`src/rtl/vls_pkg.sv`:
```
package vls_pkg;
  typedef enum logic [1:0] {
    MODE_STRIDE     = 2'd0,
    MODE_UPDATE     = 2'd1,
    MODE_POSTINC    = 2'd2,
    MODE_STRIDE_ALT = 2'd3
  } agen_mode_e;

  typedef enum logic [1:0] {
    ST_IDLE = 2'd0,
    ST_RUN  = 2'd1,
    ST_FIN  = 2'd2
  } seq_state_e;
endpackage

```
`src/rtl/vls_operand.sv`:
```
module vls_operand #(
  parameter int ADDR_W = 64,
  parameter int DISP_W = 16
) (
  input  logic [ADDR_W-1:0] base_i,
  input  logic              base_zero_i,
  input  logic [DISP_W-1:0] disp_i,
  output logic [ADDR_W-1:0] base_eff_o,
  output logic [ADDR_W-1:0] stride_o
);
  localparam int EXT_W = ADDR_W - DISP_W;

  assign base_eff_o = base_zero_i ? '0 : base_i;
  assign stride_o   = {{EXT_W{disp_i[DISP_W-1]}}, disp_i};
endmodule

```
`src/rtl/vls_ctrl.sv`:
```
module vls_ctrl
  import vls_pkg::*;
#(
  parameter int VL_W = 7
) (
  input  logic            clk_i,
  input  logic            rst_ni,
  input  logic            start_i,
  input  logic [1:0]      mode_i,
  input  logic [VL_W-1:0] vl_i,
  input  logic            ready_i,
  output logic            load_o,
  output logic            step_o,
  output logic            valid_o,
  output logic [VL_W-1:0] idx_o,
  output logic            pre_adv_o,
  output logic            done_o,
  output logic            wb_en_o
);
  localparam logic [VL_W-1:0] ONE = {{(VL_W-1){1'b0}}, 1'b1};

  seq_state_e      state_q, state_d;
  logic [VL_W-1:0] vl_q, idx_q;
  agen_mode_e      mode_q;
  logic            last;

  assign load_o  = (state_q == ST_IDLE) && start_i;
  assign valid_o = (state_q == ST_RUN);
  assign step_o  = valid_o && ready_i;
  assign last    = (idx_q == vl_q - ONE);

  always_comb begin
    state_d = state_q;
    unique case (state_q)
      ST_IDLE: if (start_i) state_d = (vl_i == '0) ? ST_FIN : ST_RUN;
      ST_RUN:  if (step_o && last) state_d = ST_FIN;
      ST_FIN:  state_d = ST_IDLE;
      default: state_d = ST_IDLE;
    endcase
  end

  always_ff @(posedge clk_i or negedge rst_ni) begin
    if (!rst_ni) begin
      state_q <= ST_IDLE;
      vl_q    <= '0;
      idx_q   <= '0;
      mode_q  <= MODE_STRIDE;
    end else begin
      state_q <= state_d;
      if (load_o) begin
        vl_q   <= vl_i;
        idx_q  <= '0;
        mode_q <= agen_mode_e'(mode_i);
      end else if (step_o && !last) begin
        idx_q <= idx_q + ONE;
      end
    end
  end

  assign idx_o     = idx_q;
  assign pre_adv_o = (mode_q == MODE_UPDATE);
  assign done_o    = (state_q == ST_FIN);
  // zero-length sequences never write the base
  assign wb_en_o   = done_o && (vl_q != '0) &&
                     ((mode_q == MODE_UPDATE) || (mode_q == MODE_POSTINC));
endmodule

```
`src/rtl/vls_acc.sv`:
```
module vls_acc #(
  parameter int ADDR_W = 64
) (
  input  logic              clk_i,
  input  logic              rst_ni,
  input  logic              load_i,
  input  logic              step_i,
  input  logic              pre_adv_i,
  input  logic [ADDR_W-1:0] base_i,
  input  logic [ADDR_W-1:0] stride_i,
  output logic [ADDR_W-1:0] addr_o,
  output logic [ADDR_W-1:0] base_o
);
  logic [ADDR_W-1:0] base_q, stride_q;

  always_ff @(posedge clk_i or negedge rst_ni) begin
    if (!rst_ni) begin
      base_q   <= '0;
      stride_q <= '0;
    end else if (load_i) begin
      base_q   <= base_i;
      stride_q <= stride_i;
    end else if (step_i) begin
      base_q <= base_q + stride_q;
    end
  end

  // base_q always holds B + S*accepted; pre-advance reads one step ahead
  assign addr_o = pre_adv_i ? base_q + stride_q : base_q;
  assign base_o = base_q;
endmodule

```
`src/rtl/vls_addr_seq.sv`:
```
module vls_addr_seq #(
  parameter int ADDR_W = 64,
  parameter int DISP_W = 16,
  parameter int VL_W   = 7
) (
  input  logic              clk_i,
  input  logic              rst_ni,
  input  logic              start_i,
  input  logic [1:0]        mode_i,
  input  logic [ADDR_W-1:0] base_i,
  input  logic              base_zero_i,
  input  logic [DISP_W-1:0] disp_i,
  input  logic [VL_W-1:0]   vl_i,
  input  logic              addr_ready_i,
  output logic              addr_valid_o,
  output logic [ADDR_W-1:0] addr_o,
  output logic [VL_W-1:0]   elem_idx_o,
  output logic              wb_en_o,
  output logic [ADDR_W-1:0] wb_val_o,
  output logic              done_o
);
  logic [ADDR_W-1:0] base_eff, stride;
  logic              load, step, pre_adv;

  vls_operand #(.ADDR_W(ADDR_W), .DISP_W(DISP_W)) u_operand (
    .base_i      (base_i),
    .base_zero_i (base_zero_i),
    .disp_i      (disp_i),
    .base_eff_o  (base_eff),
    .stride_o    (stride)
  );

  vls_ctrl #(.VL_W(VL_W)) u_ctrl (
    .clk_i     (clk_i),
    .rst_ni    (rst_ni),
    .start_i   (start_i),
    .mode_i    (mode_i),
    .vl_i      (vl_i),
    .ready_i   (addr_ready_i),
    .load_o    (load),
    .step_o    (step),
    .valid_o   (addr_valid_o),
    .idx_o     (elem_idx_o),
    .pre_adv_o (pre_adv),
    .done_o    (done_o),
    .wb_en_o   (wb_en_o)
  );

  vls_acc #(.ADDR_W(ADDR_W)) u_acc (
    .clk_i     (clk_i),
    .rst_ni    (rst_ni),
    .load_i    (load),
    .step_i    (step),
    .pre_adv_i (pre_adv),
    .base_i    (base_eff),
    .stride_i  (stride),
    .addr_o    (addr_o),
    .base_o    (wb_val_o)
  );
endmodule

```
`config.mk`:
```
export PLATFORM = sky130hd
export DESIGN_NAME = vls_addr_seq
export DESIGN_NICKNAME = d
export VERILOG_FILES = /design/src/rtl/vls_pkg.sv /design/src/rtl/vls_operand.sv /design/src/rtl/vls_ctrl.sv /design/src/rtl/vls_acc.sv /design/src/rtl/vls_addr_seq.sv
export SDC_FILE = /design/constraint.sdc
export NUM_CORES = 1
export LEC_CHECK = 0
export ABC_AREA = 1
export CORE_MARGIN = 2
export CORE_UTILIZATION = 35
export DETAILED_ROUTE_END_ITERATION = 12
export RECOVER_POWER = 50
export SYNTH_ARGS = -nofsm -noshare
export SYNTH_HDL_FRONTEND = slang
export SYNTH_HIERARCHICAL = 1
export SYNTH_SLANG_ARGS = --single-unit
```
`constraint.sdc`:
```
create_clock -name clk_i -period 3.4 [get_ports clk_i]
set_input_delay 0.68 -clock clk_i [delete_from_list [all_inputs] [get_ports clk_i]]
set_output_delay 0.68 -clock clk_i [all_outputs]
set_load 0.05 [all_outputs]
```
### After elaboration in Yosys (flattened, before gate mapping)

Index checks and enable logic that the tools add are counted.

| operators by class | value |
|---|---|
| add/subtract/negate cells | 3 |
| multipliers | 0 |
| divide/modulo/power cells | 0 |
| magnitude comparators | 0 |
| equal/unequal tests | 7 |
| shifts and indexed selects | 0 |
| muxes and demuxes | 10 |
| bitwise logic cells | 0 |
| reductions and logical operators | 14 |

Operators by type and width:

| cell | count |
|---|---|
| two-way mux 64 bit | 4 |
| adder 64 bit | 1 |
| two-way mux 7 bit | 2 |
| adder 7 x 1 -> 7 bit (second input constant) | 1 |
| equality test 7 bit | 1 |
| zero test 7 bit | 1 |
| nonzero test 7 bit | 1 |
| subtractor 7 x 1 -> 7 bit (second input constant) | 1 |
| logical AND 1 bit | 6 |
| two-way mux 2 bit | 3 |
| equality test 2 x 1 -> 1 bit (second input constant) | 2 |
| equality test 2 bit (second input constant) | 2 |
| != test 2 bit (second input constant) | 2 |
| one-hot mux 2 bit (2 select lines) | 1 |
| nonzero test 2 bit | 2 |
| zero test 2 bit | 1 |
| AND reduction 2 bit | 1 |
| zero test 1 bit | 1 |
| logical OR 1 bit | 1 |

| storage, ports and cells | value |
|---|---|
| flip-flop bits (word level) | 98 |
| latch bits | 0 |
| RAM bits | 0 |
| bits in read-only memories | 0 |
| input port bits | 94 |
| output and inout port bits | 138 |
| logic and storage cells | 40 |
| memories | 0 |

### Logic depth before layout (Yosys ltp)

| depth | value |
|---|---|
| word-level depth | 6 |
| mapped depth | 15 |
| depth with buffers taken out | 15 |

### Modules after synthesis

The synthesis kept the hierarchy.

Modules (own cells, without submodules):

| module | times used | cells an instance | area each (um^2) | seq. area each (um^2) |
|---|---|---|---|---|
| vls_acc | 1 | 1835 | 11516.0 | 3203.1 |
| vls_ctrl | 1 | 161 | 1184.9 | 450.4 |
| vls_operand | 1 | 199 | 1039.7 | 0.0 |

### Worst setup path before layout

Ideal clock, no wire load.

| path | value |
|---|---|
| path type | register to output |
| start | register u_acc.base_q[0], in the netlist u_acc/base_o[0] |
| end | output addr_o[28] |
| data arrival time | 3118 ps |
| required time | 2720 ps |
| path slack | -398 ps |
| cell stages (with the launch flop) | 13 |
| path buffers | 0 |
| cell sequence | dfrtp_1 -> ha_1 -> fa_1 -> nand3_1 -> nand3_2 -> nand2_1 -> nand2_2 -> nand2_1 -> nand2_1 -> nand2_1 -> nand2_2 -> xnor2_1 -> o21ai_0 |

| on the way | value |
|---|---|
| word-level cells in the longest chain between the ends | 2 |

Ends and longest elaborated chain:

| element | RTL line | text |
|---|---|---|
| start: declaration | vls_acc.sv:14 | `logic [ADDR_W-1:0] base_q, stride_q;` |
| start signal: assignment | vls_acc.sv:21 | `base_q <= base_i;` |
| start signal: assignment | vls_acc.sv:24 | `base_q <= base_q + stride_q;` |
| adder 64 bit | vls_acc.sv:29 | `assign addr_o = pre_adv_i ? base_q + stride_q : base_q;` |
| two-way mux 64 bit | vls_acc.sv:29 |  |
| end: declaration | vls_addr_seq.sv:16 | `output logic [ADDR_W-1:0] addr_o,` |

Every way passes these cells.

### Worst setup path in the final report

| path | value |
|---|---|
| start | register u_acc.base_q[0], in the netlist u_acc/base_o[0] |
| end | output addr_o[12] |

The elaborated chain is that of the path after synthesis.

==> run summary <==
The run gives 35.47% as the initial core utilization. By area the synthesized netlist is led by dfrtp_1, nand2_1, inv_1. The design area was 0.01984 sq mm.

The worst-case headroom to the max-slew limit is -26.36%, and the remaining global-route overflow is 0. The critical path endpoint category is an output pin. Subtracting the final worst setup slack from the clock period gives 3.413 ns.

In the routed design, unresolved DRC markers number 0. After floorplanning, the core was sized to cover 0.03874 sq mm. The first global-routing pass estimated 78620 um of wire. The average wire per cell in the routed design is 17.28 um, and the net count of the mapped netlist is 2357. In this run the horizontal extent of the chip is 202.1 um.

On the worst path, the slowest cell contributes a delay of 0.41 ns. Family with the most delay on the worst path: adder cells. Max-cap violations in this run came to 2.

For the row count, the log shows 72. The final reports fail on capacitance limit, slew limit, setup timing. The run gives 145 as the count of pins over their slew limit. The clock passes through at most 2 buffers.

Using the TritonRoute via totals, the vias-per-cell ratio works out to 4.838. For this design, the sink count on the clock tree is 146. The via count of the first global-routing pass was 13.70k. The critical path goes through ha_4 -> fa_2 -> nand3_2 -> nand3_4 -> nand2_4 -> nand2_4 -> nand2_2 -> nand2_2 -> xnor2_1 -> o21ai_1 -> buf_12. Worst hold slack after final layout: 0.5014 ns.

The floorplan step defined a die boundary enclosing 0.04086 sq mm. For the pin with the worst max-slew slack, the measured transition is 1.895 ns. Counting every instance in the synthesized netlist gives 2195.

The congestion estimate from routability-driven global placement came to 0.9528. Summing the sequential cell areas from Yosys gives 26.59% of the chip area. The logs give 0 for the number of nets with antenna violations after detailed routing and 0 for the final hold violation count.

Port buffering added 231 buffers. For the total cell area at the placement stage, the log shows 0.01641 sq mm. For the number of vias in the routed layout, the log shows 14.31k. Setup repair after global routing could not meet its margin everywhere. dfrtp_1 takes more of the synthesized area than any other cell. In this run the biggest area consumer among cell types represents 26.59% of the synthesized area.

The setup slack of the critical path after layout is -0.01292 ns, and the layout overhead on the synthesized area is 44.38%. The routed design has 51110 um of wire. The die is 202.1 um tall.

For the worst setup path, the data arrival time is 2.73 ns. The number of antenna violations at the first check in global routing is 0. Summed over all nets, the half-perimeter wirelength after detailed placement is 39780 um. During synthesis, Yosys emitted a total of 6 warnings.

The share of final-layout standard cells stronger than drive strength 1 works out to 29.06%. Global routing used 24.73% of the available tracks across all layers. For this block, the initial DRC count from the detailed router was 814.

In this run, synthesis produced a sequential element count of 146. For the fill cell instance count of the final layout, the log shows 3892. In this run, CTS created clock tree buffers numbering 17. The cell area after synthesis was 0.01374 sq mm. The highest clock frequency the design can meet was 293.0 MHz. The pin count of the biggest net entering global routing came out at 82. For the number of H-tree levels, the log shows 4.

The peak fanout along the critical path came out at 4. TritonCTS built the clock tree. For the final clock skew, the log shows 0.01132 ns.

The net count of the finished layout is 2589. The critical path start-end classification was register to output pin. Counting flops with a built-in enable in the synthesized netlist gives 0.

The flow ran to the end, but the final reports show violations. The number of antenna diodes in the final layout is 0. The number of buffer and inverter stages on the critical path works out to 1. The fraction of registers with async set/reset is 100.0%, and the clock-pin slew on the worst setup and hold paths is 0.07 ns. The worst path uses 100.4% of the clock period. In this run the worst hold path is classified as register to register. The synthesized netlist contains 39 unique library cells. The leading register cell type out of synthesis is dfrtp_1. Setup violations remaining at the end of the flow were counted as 3. The run gives 5 as the total iterations of the first detailed-routing run. The tools report the element type at the critical path start as a register. Data on the critical path is required at its endpoint by 2.72 ns.

The clock reaches the later pin of the worst-skew pair after 0.46 ns. Pin placement for this block handled 232 I/O pins. In this run the clock root is driven by a clkbuf_16. Each instance of the synthesized netlist takes up on average 6.260 sq um.

On the critical path, the stage with the largest delay is an instance of dfrtp_1.
-- tightest hold or removal path: cells and delay by family, from the launching register on --
| family | cells | cell delay (ns) |
|---|---|---|
| flops | 1 | 0.36 |
| simple gates | 2 | 0.12 |
-- cells in the mapped netlist, types with 8 or more instances --
master	instances
a22oi_1	48
mux2_2	64
nand3b_1	8
o211ai_1	9
nand2_2	14
buf_6	8
nand4_1	17
o21ai_0	46
xor2_1	10
dfrtp_1	146
clkbuf_1	28
xnor2_1	28
ha_1	67
buf_2	13
nand2_1	805
nor3_1	10
nand3_1	130
inv_1	395
buf_4	65
a21oi_1	45
nor2_1	189
-- metrics by stage --
stage / setup slack, ns / TNS (ns) / std cells / util [%]
floorplan: -0.02036 / -0.02036 / 2195 / -
finish: -0.01292 / -0.02510 / 2958 / 51.21
global placement: 0.08052 / 0 / 2855 / 42.37
detailed placement: 0.04198 / 0 / 2855 / 42.37
global route: -0.1213 / -1.866 / 2958 / 51.21
CTS: -0.03580 / -0.1395 / 2901 / 47.88
-- final cells by class --
| type | count | area (sq um) | area share (%) |
|---|---|---|---|
| inverter | 400 | 1503 | 7.574 |
| clock buffer | 17 | 425.4 | 2.144 |
| sequential | 146 | 3716 | 18.73 |
| clock inverter | 15 | 125.1 | 0.6307 |
| multi-input combinational | 1533 | 10020 | 50.50 |
| timing repair buffer | 329 | 3403 | 17.15 |
| tap | 518 | 648.1 | 3.267 |
-- path summary, 6_finish.rpt --
| path | slack [ns] | to | cells after the start | from |
|---|---|---|---|---|
| max | -0.01 | addr_o[12] | 11 | u_acc/base_o[0] |
| min | 0.50 | u_ctrl/mode_q[0] | 2 | u_ctrl/mode_q[0] |
| max reg2reg | 0.62 | u_acc/base_o[10] | 8 | u_ctrl/state_q[0] |
| min reg2reg | 0.50 | u_ctrl/mode_q[0] | 2 | u_ctrl/mode_q[0] |
| max in group asynchronous | 0.79 | u_acc/base_o[30] | 2 | rst_ni |
| min in group asynchronous | 0.55 | u_acc/base_o[62] | 1 | rst_ni |
-- registers in the layout (all words and copies together), names as in the netlist --
signal and count:
u_acc/stride_q 64, u_ctrl/vl_q 7, u_ctrl/idx_o 7, u_ctrl/state_q 2, u_ctrl/mode_q 2, u_acc/base_o 64
-- routing by layer --
layer	track usage, %	wire length (um)
met2	39.57	23500
met3	2.209	1707
met1	36.29	25270
met4	5.109	629
met5	0	0
-- logic make-up after synthesis --
logic type | after synthesis | share of synthesized area (%)
compound gates | 159 | 6.920
xor+xnor | 38 | 2.422
fa+ha+maj | 68 | 6.247
buf+inv | 516 | 16.43
flops | 146 | 26.59
mux | 64 | 5.245
simple gates | 1204 | 36.15
-- layout by cell type (no fill, tap or decap), types with 34 or more instances in the layout --
cell type / n
dfrtp_1: 96
ha_4: 57
nand2_4: 53
nor2_2: 34
mux2_2: 64
nand2_1: 656
nor2_1: 130
clkdlybuf4s50_1: 164
nor2_4: 35
buf_4: 95
dfrtp_2: 50
nand2_2: 111
nand3_1: 109
a22oi_1: 48
inv_1: 379
-- what timing repair did --
action	4_1_cts	5_1_grt
setup buffers	14	57
endpoints found under the hold margin	0	0
hold buffers	0	0
pin swaps	24	77
setup endpoints to repair	49	50
resized for setup	300	263
Power is not shown: default switching activity piles up to over one toggle a cycle in this logic, so the estimate is an artifact.
